## config.mk

```make
export PLATFORM = sky130hd
export DESIGN_NAME = evt_router
export DESIGN_NICKNAME = d
export VERILOG_FILES = /design/src/rtl/evt_router_pkg.sv /design/src/rtl/evt_capture.sv /design/src/rtl/evt_regs.sv /design/src/rtl/evt_route.sv /design/src/rtl/evt_router.sv
export SDC_FILE = /design/constraint.sdc
export NUM_CORES = 1
export LEC_CHECK = 0
export ABC_CLOCK_PERIOD_IN_PS = 4900
export BUFFER_PORTS_ARGS = -buffer_cell sky130_fd_sc_hd__buf_2
export CAP_MARGIN = 5
export CORE_ASPECT_RATIO = 0.6
export CORE_MARGIN = 1
export CORE_UTILIZATION = 42
export CTS_CLUSTER_DIAMETER = 40
export DETAILED_ROUTE_END_ITERATION = 12
export PLACE_DENSITY = 0.61
export SETUP_SLACK_MARGIN = 0.3
export SLEW_MARGIN = 5
export SYNTH_ARGS = -nofsm -noshare
export SYNTH_HDL_FRONTEND = slang
export SYNTH_SLANG_ARGS = --single-unit
export TNS_END_PERCENT = 30
```

## constraint.sdc

```tcl
create_clock -name clk_i -period 4.9 [get_ports clk_i]
set_clock_uncertainty 0.15 [all_clocks]
set_input_delay 0.245 -clock clk_i [delete_from_list [all_inputs] [get_ports clk_i]]
set_output_delay 0.245 -clock clk_i [all_outputs]
set_load 0.05 [all_outputs]
```

## src/rtl/evt_router_pkg.sv

```systemverilog
package evt_router_pkg;
  localparam int REG_POL   = 0;
  localparam int REG_MODE  = 1;
  localparam int REG_GEN   = 2;
  localparam int REG_LATCH = 3;
  localparam int REG_RAW   = 4;
  localparam int OUT_BASE  = 8;

  function automatic int addr_width(input int num_out);
    return $clog2(OUT_BASE + 2 * num_out);
  endfunction
endpackage

```

## src/rtl/evt_capture.sv

```systemverilog
module evt_capture #(
  parameter int NUM_IN = 32
) (
  input  logic              clk_i,
  input  logic              rst_ni,
  input  logic [NUM_IN-1:0] evt_i,
  input  logic [NUM_IN-1:0] pol_i,
  input  logic [NUM_IN-1:0] mode_i,
  input  logic [NUM_IN-1:0] clr_i,
  output logic [NUM_IN-1:0] rise_o,
  output logic [NUM_IN-1:0] latch_o,
  output logic [NUM_IN-1:0] raw_o
);
  logic [NUM_IN-1:0] level, level_q, latch_q;

  assign level = evt_i ^ pol_i;

  for (genvar i = 0; i < NUM_IN; i++) begin : g_bit
    assign rise_o[i] = level[i] & ~level_q[i];

    always_ff @(posedge clk_i or negedge rst_ni) begin
      if (!rst_ni) begin
        level_q[i] <= 1'b0;
        latch_q[i] <= 1'b0;
      end else begin
        level_q[i] <= level[i];
        // an edge wins over a clear in the same cycle
        latch_q[i] <= mode_i[i] & ((latch_q[i] & ~clr_i[i]) | rise_o[i]);
      end
    end

    assign raw_o[i] = mode_i[i] ? latch_q[i] : level[i];
  end

  assign latch_o = latch_q;
endmodule

```

## src/rtl/evt_regs.sv

```systemverilog
module evt_regs
  import evt_router_pkg::*;
#(
  parameter int NUM_IN  = 32,
  parameter int NUM_OUT = 4,
  parameter int AW      = 4
) (
  input  logic                            clk_i,
  input  logic                            rst_ni,
  input  logic                            wr_en_i,
  input  logic [AW-1:0]                   addr_i,
  input  logic [NUM_IN-1:0]               wdata_i,
  output logic [NUM_IN-1:0]               rdata_o,
  output logic [NUM_IN-1:0]               pol_o,
  output logic [NUM_IN-1:0]               mode_o,
  output logic [NUM_IN-1:0]               gen_o,
  output logic [NUM_OUT-1:0][NUM_IN-1:0]  out_en_o,
  output logic [NUM_IN-1:0]               clr_o,
  input  logic [NUM_IN-1:0]               latch_i,
  input  logic [NUM_IN-1:0]               raw_i,
  input  logic [NUM_OUT-1:0][NUM_IN-1:0]  st_i
);
  localparam int ST_BASE = OUT_BASE + NUM_OUT;

  logic sel_pol, sel_mode, sel_gen, sel_latch;

  assign sel_pol   = wr_en_i && (addr_i == AW'(REG_POL));
  assign sel_mode  = wr_en_i && (addr_i == AW'(REG_MODE));
  assign sel_gen   = wr_en_i && (addr_i == AW'(REG_GEN));
  assign sel_latch = wr_en_i && (addr_i == AW'(REG_LATCH));

  assign clr_o = sel_latch ? wdata_i : '0;

  always_ff @(posedge clk_i or negedge rst_ni) begin
    if (!rst_ni) begin
      pol_o  <= '0;
      mode_o <= '0;
      gen_o  <= '0;
    end else begin
      if (sel_pol)  pol_o  <= wdata_i;
      if (sel_mode) mode_o <= wdata_i;
      if (sel_gen)  gen_o  <= wdata_i;
    end
  end

  for (genvar k = 0; k < NUM_OUT; k++) begin : g_out_en
    always_ff @(posedge clk_i or negedge rst_ni) begin
      if (!rst_ni)
        out_en_o[k] <= '0;
      else if (wr_en_i && (addr_i == AW'(OUT_BASE + k)))
        out_en_o[k] <= wdata_i;
    end
  end

  always_comb begin
    rdata_o = '0;
    if (addr_i == AW'(REG_POL))   rdata_o = pol_o;
    if (addr_i == AW'(REG_MODE))  rdata_o = mode_o;
    if (addr_i == AW'(REG_GEN))   rdata_o = gen_o;
    if (addr_i == AW'(REG_LATCH)) rdata_o = latch_i;
    if (addr_i == AW'(REG_RAW))   rdata_o = raw_i;
    for (int k = 0; k < NUM_OUT; k++) begin
      if (addr_i == AW'(OUT_BASE + k)) rdata_o = out_en_o[k];
      if (addr_i == AW'(ST_BASE + k))  rdata_o = st_i[k];
    end
  end
endmodule

```

## src/rtl/evt_route.sv

```systemverilog
module evt_route #(
  parameter int NUM_IN  = 32,
  parameter int NUM_OUT = 4
) (
  input  logic                           clk_i,
  input  logic                           rst_ni,
  input  logic [NUM_IN-1:0]              raw_i,
  input  logic [NUM_IN-1:0]              gen_i,
  input  logic [NUM_OUT-1:0][NUM_IN-1:0] out_en_i,
  output logic [NUM_OUT-1:0][NUM_IN-1:0] st_o,
  output logic [NUM_OUT-1:0]             hit_o,
  output logic [NUM_OUT-1:0]             irq_o
);
  logic [NUM_IN-1:0] passed;

  assign passed = raw_i & gen_i;

  for (genvar k = 0; k < NUM_OUT; k++) begin : g_out
    assign st_o[k]  = passed & out_en_i[k];
    assign hit_o[k] = |st_o[k];

    always_ff @(posedge clk_i or negedge rst_ni) begin
      if (!rst_ni) irq_o[k] <= 1'b0;
      else         irq_o[k] <= hit_o[k];
    end
  end
endmodule

```

## src/rtl/evt_router.sv

```systemverilog
module evt_router
  import evt_router_pkg::*;
#(
  parameter int NUM_IN  = 32,
  parameter int NUM_OUT = 4,
  parameter int AW      = addr_width(NUM_OUT)
) (
  input  logic               clk_i,
  input  logic               rst_ni,
  input  logic [NUM_IN-1:0]  evt_i,
  input  logic               wr_en_i,
  input  logic [AW-1:0]      addr_i,
  input  logic [NUM_IN-1:0]  wdata_i,
  output logic [NUM_IN-1:0]  rdata_o,
  output logic [NUM_OUT-1:0] irq_o
);
  logic [NUM_IN-1:0]              pol_q, mode_q, gen_q, clr_w;
  logic [NUM_IN-1:0]              rise_w, latch_q, raw_w;
  logic [NUM_OUT-1:0][NUM_IN-1:0] out_en_q, st_w;
  logic [NUM_OUT-1:0]             hit_w;

  evt_regs #(.NUM_IN(NUM_IN), .NUM_OUT(NUM_OUT), .AW(AW)) u_regs (
    .clk_i    (clk_i),
    .rst_ni   (rst_ni),
    .wr_en_i  (wr_en_i),
    .addr_i   (addr_i),
    .wdata_i  (wdata_i),
    .rdata_o  (rdata_o),
    .pol_o    (pol_q),
    .mode_o   (mode_q),
    .gen_o    (gen_q),
    .out_en_o (out_en_q),
    .clr_o    (clr_w),
    .latch_i  (latch_q),
    .raw_i    (raw_w),
    .st_i     (st_w)
  );

  evt_capture #(.NUM_IN(NUM_IN)) u_capture (
    .clk_i   (clk_i),
    .rst_ni  (rst_ni),
    .evt_i   (evt_i),
    .pol_i   (pol_q),
    .mode_i  (mode_q),
    .clr_i   (clr_w),
    .rise_o  (rise_w),
    .latch_o (latch_q),
    .raw_o   (raw_w)
  );

  evt_route #(.NUM_IN(NUM_IN), .NUM_OUT(NUM_OUT)) u_route (
    .clk_i    (clk_i),
    .rst_ni   (rst_ni),
    .raw_i    (raw_w),
    .gen_i    (gen_q),
    .out_en_i (out_en_q),
    .st_o     (st_w),
    .hit_o    (hit_w),
    .irq_o    (irq_o)
  );
endmodule

```

Yosys cells after proc, flatten, opt, wreduce, memory -nomap -nowiden. Index checks and enable logic that the tools add are counted. W data, S select, Z words.

$mul: 0. Add/subtract/negate cells: 0. Order comparisons: 0. Reductions and logical operators: 13. Muxes and demuxes: 46. Bitwise logic cells: 198. Div/mod/pow operators: 0. Shift operators: 0. Equality and inequality tests: 12.

Operators with widths (count): $mux W32 (14); $and A32 B32 Y32 (5); $reduce_or A32 Y1 (4); $and A1 B1 Y1 (96); $not A1 Y1 (64); $eq A4 B4 Y1 const B (8); $mux W1 (32); $or A1 B1 Y1 (32); $xor A32 B32 Y32 (1); $eq A4 B2 Y1 const B (2); $logic_and A1 B1 Y1 (8); $eq A4 B1 Y1 const B (1); $eq A4 B3 Y1 const B (1); $logic_not A4 Y1 (1).

Logic and storage cells: 344. Output and inout port bits: 36. Input port bits: 71. Latch bits: 0. Register bits after elaboration: 292. Memory bits (read-only): 0. Memories: 0. Bits in writable memories: 0.

Depth between registers and ports, before layout. Gate-level depths: netlist of the first run.

Depth after elaboration: 14. Gate-level depth with buffers: 10. Gate-level depth less buffers: 7.

Cells and area by module. A second synthesis of the first run with hierarchy kept.

Cell total of the unflattened synthesis: 1570. Area total of the unflattened synthesis: 17083.9 sq um.

By module, submodules not included: evt_regs (seq. area each 5605.4 sq um, instances 1, area an instance 12522.0 sq um, cells each 1103); evt_capture (seq. area each 1601.5 sq um, instances 1, area an instance 3325.7 sq um, cells each 288); evt_route (seq. area each 100.1 sq um, instances 1, area an instance 1236.2 sq um, cells each 179).

Worst setup path before layout of the first run. No wires, ideal clock.

Path type: input-to-output. From: input port addr_i[0]. To: output port rdata_o[25]. Arrival time: 2682 ps. Buffers on the path: 5. Stages on the path: 9. Path slack: 1823 ps. Cells stage by stage: buf_4 -> buf_4 -> buf_2 -> buf_2 -> clkbuf_1 -> a21oi_1 -> a21oi_1 -> nor2_1 -> o21ai_0.

Cells in the longest elaborated chain, start to end: 14.

RTL lines: from (decl) (RTL line evt_router.sv:12) `input logic [AW-1:0] addr_i,`; $logic_not A4 Y1 (RTL line evt_regs.sv:57) `if (addr_i == AW'(REG_POL)) rdata_o = pol_o;`; $mux W32 (RTL line evt_regs.sv:57); $mux W32 (RTL line evt_regs.sv:58) `if (addr_i == AW'(REG_MODE)) rdata_o = mode_o;`; $mux W32 (RTL line evt_regs.sv:59) `if (addr_i == AW'(REG_GEN)) rdata_o = gen_o;`; $mux W32 (RTL line evt_regs.sv:60) `if (addr_i == AW'(REG_LATCH)) rdata_o = latch_i;`; $mux W32 (RTL line evt_regs.sv:61) `if (addr_i == AW'(REG_RAW)) rdata_o = raw_i;`; $mux W32 (RTL line evt_regs.sv:63) `if (addr_i == AW'(OUT_BASE + k)) rdata_o = out_en_o[k];`; $mux W32 (RTL line evt_regs.sv:64) `if (addr_i == AW'(ST_BASE + k)) rdata_o = st_i[k];`; $mux W32 (RTL line evt_regs.sv:63); $mux W32 (RTL line evt_regs.sv:64); $mux W32 (RTL line evt_regs.sv:63); $mux W32 (RTL line evt_regs.sv:64); $mux W32 (RTL line evt_regs.sv:63); $mux W32 (*) (RTL line evt_regs.sv:64); to (decl) (RTL line evt_router.sv:14) `output logic [NUM_IN-1:0] rdata_o,`.

Every way passes the cells marked *; elsewhere a longest branch is shown, timed or not.

Worst setup path in the final report of the first run.
From: register u_regs.pol_o[11]. To: register u_route.irq_o[0].

Cells in the longest elaborated chain, start to end: 5.

RTL lines: from (decl) (RTL line evt_regs.sv:14) `output logic [NUM_IN-1:0] pol_o,`; from (signal assigned) (RTL line evt_regs.sv:40) `if (sel_pol) pol_o <= wdata_i;`; $xor A32 B32 Y32 (RTL line evt_capture.sv:16) `assign level = evt_i ^ pol_i;`; named net u_capture.level[11] (RTL line evt_capture.sv:14) `logic [NUM_IN-1:0] level, level_q, latch_q;`; $mux W1 (RTL line evt_capture.sv:32) `assign raw_o[i] = mode_i[i] ? latch_q[i] : level[i];`; $and A32 B32 Y32 (RTL line evt_route.sv:16) `assign passed = raw_i & gen_i;`; $and A32 B32 Y32 (RTL line evt_route.sv:19) `assign st_o[k] = passed & out_en_i[k];`; $reduce_or A32 Y1 (RTL line evt_route.sv:20) `assign hit_o[k] = |st_o[k];`; named net hit_w[0] (RTL line evt_router.sv:20) `logic [NUM_OUT-1:0] hit_w;`; to (signal, indexed assignment) (RTL line evt_route.sv:24) `else irq_o[k] <= hit_o[k];`; to (decl) (RTL line evt_route.sv:12) `output logic [NUM_OUT-1:0] irq_o`.

The timed path passes the listed nets, and every way through them passes these cells. A chain may end at the register's enable or synchronous reset.

==> results of run 1 <==
==> state kept, by name, summed over array words and instances, names as in the netlist <==
name / flops
u_regs.mode_o: 32
u_regs.pol_o: 32
u_regs.gen_o: 32
u_regs.out_en_o: 128
u_route.irq_o: 4
u_capture.level_q: 32
u_capture.latch_o: 32
==> metrics by stage <==
stage | total power (W) | instances | hold WS [ps] | setup slack (ps) | cell area [sq um]
2_1_floorplan | 0.00498 | 1607 | -201 | 1820 | 16400
3_3_place_gp | 0.00579 | 2192 | 19.1 | 1490 | 17800
3_5_place_dp | 0.00586 | 2192 | 17.3 | 1500 | 17800
4_1_cts | 0.00892 | 2323 | 43.1 | 1480 | 19700
5_1_grt | 0.00935 | 2323 | 67.5 | 1180 | 19700
6_report | 0.00898 | 2325 | 41.0 | 1210 | 19700
==> routing by layer <==
metal / share of wire / up-vias
met5: 0 / -
met4: 0.033 / 0
met3: 0.13 / 150
met2: 0.39 / 1000
met1: 0.45 / 7413
li1: - / 6353
==> cell families after synthesis <==
logic type | Yosys count | share of synthesized area
compound gates | 445 | 0.187
mux | 267 | 0.193
simple gates | 464 | 0.132
buf+inv | 107 | 0.0262
flops | 292 | 0.445
xor+xnor | 32 | 0.0175
==> Yosys cell counts (19+ instances only) <==
library cell  count  area share
nor2b_1          61       0.023
mux2_2          229        0.16
o22ai_1          23      0.0088
nor2_1           76       0.017
a22oi_1          43       0.020
nand2b_1         42       0.016
o211ai_1         27       0.012
o21ai_0          66       0.020
nand2_1         215       0.049
a221oi_1         19       0.010
buf_1            21      0.0048
clkbuf_1         49       0.011
dfrtp_1         292        0.44
a21oi_1         115       0.035
xor2_1           24       0.013
mux2i_1          21       0.013
o211a_1          29       0.018
==> layout make-up <==
type,count,area (sq um)
Antenna cell,2,5.00
Clock inverter,23,334
Tap cell,513,642
Multi-Input combinational cell,1208,8730
Timing Repair Buffer,226,1660
Fill cell,3356,18400
Sequential cell,292,7310
Inverter,18,67.6
Clock buffer,43,1000
==> report_power, final <==
group	total, W	internal [W]	switching (W)
Clock	0.00301	0.00185	0.00116
Sequential	0.00361	0.00298	0.000627
Combinational	0.00236	0.00100	0.00136
Total	0.00898	0.00584	0.00315
==> critical path: stages, from the launching register on <==
cell and delay [ps]:
dfrtp_1 420, xnor2_1 460, inv_1 130, o211a_1 400, a22oi_1 480, nand3_1 150, a2111oi_0 910, nand4_1 350
==> how the worst min path moves through the flow <==
stage | start | to | slack (ps) | cells after the start
after global placement | rst_ni | u_capture.latch_o[31] | 20 | 1
after detailed placement | rst_ni | u_regs.pol_o[31] | 20 | 1
after floorplan | rst_ni | u_capture.latch_o[0] | -200 | 0
final | rst_ni | u_regs.gen_o[3] | 40 | 2
after global routing | rst_ni | u_capture.latch_o[2] | 70 | 2
after CTS | rst_ni | u_regs.gen_o[3] | 40 | 2
==> out/summary.txt, run 1 <==
Worst slew pin tran: 1140 ps
Full die area: 39900 sq um
M3 GR Usage: 0.100
Pin count of the biggest net entering global routing: 126
Worst hold path type: in -> async
Status: complete, no violations
Post-CTS setup buffers: 0
Total vias in the final route: 14900
Post-synth EDFFs: 0
Count of cell types in the netlist: 63
Crit path kind: reg -> reg
Share of layout cells above drive strength 1: 0.270
Tcrit/Tclk final: 0.754
R2R depth: 7
Nets: 1854
Gr usage total: 0.307
Clk root buf: clkbuf_16
Flops & latches, synth: 292
Leakage: 8.56 nW
Main synth FF type: dfrtp_1
Mean Syn Cell Area: 10.2 sq um
Drt pass-1 iters: 6
CTS tree: done
DR WL/cell: 26.6 um
CP arrival: 3840 ps
GRT overflow: 0
Worst-path maximum fanout: 8
Gp weighted congestion: 1.06
Crit path required time: 5050 ps
Yosys warns: 0
DRT Wirelength: 61.7 mm
Worst reg-to-reg setup slack: 1210 ps
Slew Limit Fails: 0
Critical R2R Capture: u_route.irq_o[0]
Post-cts repair resize count: 0
Post-synth ARST share: 1.00
Die Y: 155 um
Die Span X: 257 um
Remaining antenna violation count after routing: 0
Final setup viols: 0
Initial DRC count: 2107
R2r startpoint: u_regs.pol_o[11]
Min Tclk post-route: 3690 ps
Initial Utilization: 0.431
Global-route wire length before repair: 91.7 mm
CP Launch Point: u_regs.pol_o[11]
Synth Cell Area: 16400 sq um
Synth Instances: 1607
Most crowded layer after global routing: met1
I/O pins: 107
Final Util: 0.518
Final setup TNS: 0 ps
Hold_buf cts: 65
Vias in the first global route: 13900
Port-buffer cells: 106
Met1 usage in global routing: 0.459
Routed vias/inst: 6.42
Core Box Area: 38100 sq um
Most common cell after layout, fill and taps aside: dfrtp_1
H-tree lvl count: 2
Critical Path Start Type: flip-flop
Met2 Use GR: 0.410
Post-DP HPWL: 42.6 mm
Max Buffers Root-to-Sink: 3
Row count: 55
DRC: 0
Reg clk slew, reported paths: 60 ps
FMAX: 271 MHz
Final Hold Fails: 0
VDD IR max: 286 uV
Initial antenna violation count: 1
Setup repair after global routing missed its margin: false
Commonest non-fill, non-tap cells in the layout: dfrtp_1 (292), mux2_2 (229), nand2_1 (215)
Max_cap viols: 0
Mapped Nets: 1678
Slew margin rel.: 0.220
Layout area overhead: 20.2%
CP Capture Type: flip-flop
# clock sinks: 292
Total CTS buffers: 37
Seq/Total Area, Yosys: 0.445
Worst Setup EP: u_route.irq_o[0]
Clk Latency, worst-skew pair: 550 ps
PD cells: 455 nW/um^2
No activity file was read; power rests on OpenSTA's default activity.
==> inputs of run 2 (changes only) <==
ABC_CLOCK_PERIOD_IN_PS = 3300   (was 4900)
PLACE_DENSITY = 0.63   (was 0.61)
clock period = 3.3 ns   (was 4.9 ns; I/O delays follow)
==> run 2 against run 1 <==
  * First-iteration DRC count down 2.2%
  * Critical path type is now in -> out
  * Final cell count rose by 1.3%
  * Sequential power grew 50%
  * Global-route usage is 0.83 points higher
  * Setup slack lost 1000 ps
  * Core utilization up 1.1 points
  * Design area is 2.1% higher
  * Critical endpoint is now rdata_o[24]
  * Flip-flop and latch count unchanged
  * Power rose by 51%
  * Register-to-register slack worse by 900 ps
  * Highest routed layer unchanged
  * Non-clock buffer count increased by 28
  * Clock power up 48%
==> out/summary.txt, run 2 (synthesized netlist as in run 1, its figures left out) <==
Worst-path maximum fanout: 23 (+15)
Drt pass-1 iters: 7 (+1)
Final setup TNS: 0 ps (unchanged)
Final Non-Filler Cells: 2356 (+1.3%)
Most common cell after layout, fill and taps aside: dfrtp_1
PD cells: 671 nW/um^2 (+47%)
Max Buffers Root-to-Sink: 3 (unchanged)
Row count: 55 (unchanged)
Max_cap viols: 0 (unchanged)
Crit path kind: in -> out
Die Span X: 257 um (unchanged)
Global-route wire length before repair: 94.2 mm (+2.8%)
Total vias in the final route: 15100 (+1.0%)
Clk root buf: clkbuf_16
Met1 usage in global routing: 0.472 (+0.0124)
M3 GR Usage: 0.0842 (-0.0160)
Share of layout cells above drive strength 1: 0.285 (+0.0150)
Initial DRC count: 2061 (-2.2%)
Leakage: 8.77 nW (+2.4%)
Status: complete, no violations
Port-buffer cells: 106 (unchanged)
Slew margin rel.: 0.409 (+0.188)
Final setup viols: 0 (unchanged)
Max reg flops: 128 (unchanged)
Layout area overhead: 22.7%
Initial Utilization: 0.431 (unchanged)
DR WL/cell: 26.7 um (+0.44%)
Area of the multi-input gates: 8790 sq um (+0.62%)
Post-DP HPWL: 44.8 mm (+5.2%)
Most crowded layer after global routing: met1
Nets: 1883 (+1.6%)
Crit path required time: 2980 ps (-2070 ps)
Reg clk slew, reported paths: 60 ps (about the same)
Final Hold Fails: 0 (unchanged)
CP Capture Type: output port
Tcrit/Tclk final: 0.950
I/O pins: 107 (unchanged)
Commonest non-fill, non-tap cells in the layout: dfrtp_1 (292), mux2_2 (229), nand2_1 (214)
Min Tclk post-route: 3140 ps
Routed vias/inst: 6.39 (-0.33%)
Gp weighted congestion: 1.05 (-1.0%)
FF+latch area: 7310 sq um (unchanged)
Critical Path Start Type: primary input
Total CTS buffers: 38 (+2.7%)
H-tree lvl count: 2 (unchanged)
DRT Wirelength: 62.8 mm (+1.8%)
Remaining antenna violation count after routing: 0 (unchanged)
GRT overflow: 0 (unchanged)
FMAX: 319 MHz
Slew Limit Fails: 0 (unchanged)
Met2 Use GR: 0.433 (+0.0228)
CP arrival: 2820 ps (-1020 ps)
DRC: 0 (unchanged)
Core Box Area: 38100 sq um (unchanged)
Clk Latency, worst-skew pair: 550 ps (about the same)
Full die area: 39900 sq um (unchanged)
Pin count of the biggest net entering global routing: 99 (-21%)
Worst hold path type: in -> reg
Worst slew pin tran: 884 ps (-256 ps)
VDD IR max: 388 uV (+35%)
Fillers: 3465 (+3.2%)
Setup repair after global routing missed its margin: true
Gr usage total: 0.315 (+0.00831)
Die Y: 155 um (unchanged)
Initial antenna violation count: 2 (+1)
Vias in the first global route: 14400 (+3.7%)
# clock sinks: 292 (unchanged)
Top reg by flops: u_regs.out_en_o
Inst Count DP: 2219 (+1.2%)
CTS tree: done
-- run 2: worst max-delay path, cell delays in order --
cell and delay, ps:
buf_2 520, nor2b_1 140, buf_4 230, a31oi_1 180, a2bb2oi_1 310, o221ai_1 230, a2111oi_1 570, o21ai_0 200
buf_2 250
-- run 2: what timing repair did --
item | 4_1_cts | 5_1_grt
hold endpoints to repair | 382 | 0
buffers inserted | 0 | 1
hold buffers | 65 | 0
setup endpoints to repair | 7 | 17
gates resized for setup | 7 | 10
pin swaps | 1 | 1
-- run 2: report_power, final --
| group | switching [W] | total [W] | internal (W) |
|---|---|---|---|
| clock | 0.00170 | 0.00446 | 0.00276 |
| sequential | 0.000998 | 0.00543 | 0.00443 |
| combinational | 0.00205 | 0.00364 | 0.00158 |
-- run 2: final cells by class --
| cell class | count | share of cell area |
|---|---|---|
| multi-input combinational | 1208 | 0.436 |
| sequential | 292 | 0.362 |
| timing repair buffer | 254 | 0.0991 |
| clock buffer | 54 | 0.0568 |
| tap | 513 | 0.0318 |
| clock inverter | 15 | 0.0104 |
| inverter | 18 | 0.00335 |
| antenna | 2 | 0.000248 |
-- run 2: layer usage --
layer	part of all wire	vias up
met3	0.12	148
met1	0.44	7577
li1	-	6397
met4	0.036	0
met2	0.40	943
met5	0	-
-- run 2: worst paths after layout --
| path | cells after the start | slack, ps | endpoint | start |
|---|---|---|---|---|
| min in group asynchronous | 2 | 120 | u_capture.level_q[4] | rst_ni |
| worst max register to register | 7 | 310 | u_route.irq_o[2] | u_regs.pol_o[28] |
| worst min-delay path | 3 | 80 | u_regs.out_en_o[12] | wr_en_i |
| worst max-delay path | 9 | 160 | rdata_o[24] | addr_i[3] |
| max in group asynchronous | 3 | 2030 | u_regs.mode_o[18] | rst_ni |
| worst min register to register | 2 | 380 | u_capture.latch_o[22] | u_capture.level_q[22] |
-- run 2: metrics by stage --
stage	hold slack, ps	worst slack (ps)	total power [W]	util	area [sq um]
final	78.9	164	0.0135	0.529	20200
after CTS	46.4	260	0.0134	0.528	20100
after global placement	132	167	0.00877	0.474	18100
after global routing	90.1	178	0.0140	0.529	20200
after floorplan	-281	383	0.00739	-	16400
after detailed placement	144	226	0.00887	0.474	18100
==> inputs of run 3 (changes only) <==
MAX_ROUTING_LAYER = met4   (was unset)
==> run 3 against run 2 <==
  * Worst hold slack improved by 0.73 ps
  * Sequential share of layout area about the same
  * Non-clock buffer count grew 1
  * Critical path depth down 2
  * Maximum frequency increased by 3.1%
  * Count of clock-buffer cells in the layout decreased by 1
  * Clock power up 0.9%
==> out/summary.txt, run 3 (synthesized netlist as in run 1, its figures left out) <==
Inst Count DP: 2219 (unchanged)
Crit path required time: 2980 ps (about the same)
Worst hold path type: in -> async
Reg clk slew, reported paths: 60 ps (about the same)
Most common cell after layout, fill and taps aside: dfrtp_1
Leakage: 8.77 nW (about the same)
Vias in the first global route: 14200 (-1.4%)
Slew margin rel.: 0.489 (+0.0801)
WHS: 79.6 ps (+0.731 ps)
Port-buffer cells: 106 (unchanged)
Row count: 55 (unchanged)
Max Buffers Root-to-Sink: 3 (unchanged)
H-tree lvl count: 2 (unchanged)
Layout area overhead: 22.7% (about the same)
VDD IR max: 408 uV (+5.2%)
GRT overflow: 0 (unchanged)
Worst slew pin tran: 767 ps (-117 ps)
Total vias in the final route: 15000 (-0.49%)
Global-route wire length before repair: 94.8 mm (+0.62%)
Initial antenna violation count: 1 (-1)
Pin count of the biggest net entering global routing: 90 (-9.1%)
Setup repair after global routing missed its margin: true
R2R depth: 6 (-1)
Min Tclk post-route: 3040 ps (-93.8 ps)
Worst-path maximum fanout: 4 (-83%)
Drt pass-1 iters: 6 (-1)
Nets: 1884 (+0.053%)
Clk root buf: clkbuf_16
Final setup TNS: 0 ps (unchanged)
Gp weighted congestion: 1.05 (unchanged)
FMAX: 329 MHz (+3.1%)
CP Launch Point: u_regs.pol_o[26]
Final Non-Filler Cells: 2355 (-0.042%)
Post-DP HPWL: 45.8 mm (+2.2%)
CTS tree: done
Tcrit/Tclk final: 0.922 (-0.0284)
Gr usage total: 0.327 (+0.0117)
Slew Limit Fails: 0 (unchanged)
Full die area: 39900 sq um (unchanged)
Initial DRC count: 2079 (+0.87%)
Core Box Area: 38100 sq um (unchanged)
Routed vias/inst: 6.37 (-0.45%)
Final Hold Fails: 0 (unchanged)
Top reg by flops: u_regs.out_en_o
Die Span X: 257 um (unchanged)
# clock sinks: 292 (unchanged)
Remaining antenna violation count after routing: 0 (unchanged)
PD cells: 672 nW/um^2 (+0.19%)
Initial Utilization: 0.431 (unchanged)
Commonest non-fill, non-tap cells in the layout: dfrtp_1 (292), mux2_2 (229), nand2_1 (213)
Total CTS buffers: 38 (unchanged)
Max_cap viols: 0 (unchanged)
Share of layout cells above drive strength 1: 0.288 (+0.00326)
DRC: 0 (unchanged)
Die Y: 155 um (unchanged)
Max reg flops: 128 (unchanged)
DRT Wirelength: 63.4 mm (+0.90%)
Final setup viols: 0 (unchanged)
Crit path kind: reg -> out
CP arrival: 2730 ps (-90 ps)
I/O pins: 107 (unchanged)
Critical Path Start Type: flip-flop
CP Capture Type: output port
R2r startpoint: u_regs.pol_o[26]
Clk Latency, worst-skew pair: 550 ps (about the same)
Status: complete, no violations
DR WL/cell: 26.9 um (+0.94%)
-- run 3: final timing paths --
check | end | slack [ps]
max in group asynchronous | u_regs.out_en_o[48] | 1960
setup reg to reg | u_route.irq_o[1] | 580
min in group clk_i | u_regs.out_en_o[41] | 200
setup / recovery | rdata_o[26] | 260
hold reg to reg | u_capture.latch_o[22] | 360
hold / removal | u_regs.pol_o[31] | 80
-- run 3: report_power, final --
group	internal (W)	leakage (nW)	total [W]	switching, W
Sequential	0.00443	3.59	0.00544	0.00101
Clock	0.00278	0.665	0.00450	0.00172
Combinational	0.00158	4.52	0.00360	0.00202
-- run 3: stage by stage --
stage | total power, W | worst slack (ps) | util | area [sq um]
finish | 0.0135 | 258 | 0.529 | 20100
detailed placement | 0.00884 | 243 | 0.473 | 18000
global route | 0.0141 | 197 | 0.529 | 20100
global placement | 0.00873 | 163 | 0.473 | 18000
CTS | 0.0134 | 218 | 0.527 | 20100
floorplan | 0.00739 | 383 | - | 16400
-- run 3: layout make-up --
type / instances / area, sq um
clock buffer: 53 / 1150
timing repair buffer: 255 / 1960
clock inverter: 15 / 224
antenna: 1 / 2.50
multi-input combinational: 1208 / 8790
inverter: 18 / 67.6
fill: 3371 / 18000
sequential: 292 / 7310
tap: 513 / 642
-- run 3: critical path, stage by stage (launching register included) --
cell and delay, ps:
dfrtp_1 410, xor2_1 320, o21ai_0 250, a22o_1 260, o211ai_1 160, o31ai_1 90, o22ai_1 480, buf_12 210
-- run 3: layer usage --
metal  vias up  track usage  routed length, um  share of wire
met5         -            -                  0              0
met1      7547        0.470              28300           0.45
met4         0       0.0975               1930          0.030
met2       916        0.434              25500           0.40
met3       136        0.100               7650           0.12
li1       6392            -                  -              -
-- run 3: what timing repair did --
item	CTS	global route
endpoints found under the setup margin	6	16
pin swaps	0	1
hold endpoints to repair	373	0
hold buffers	65	0
setup buffers	0	2
resized for setup	3	12
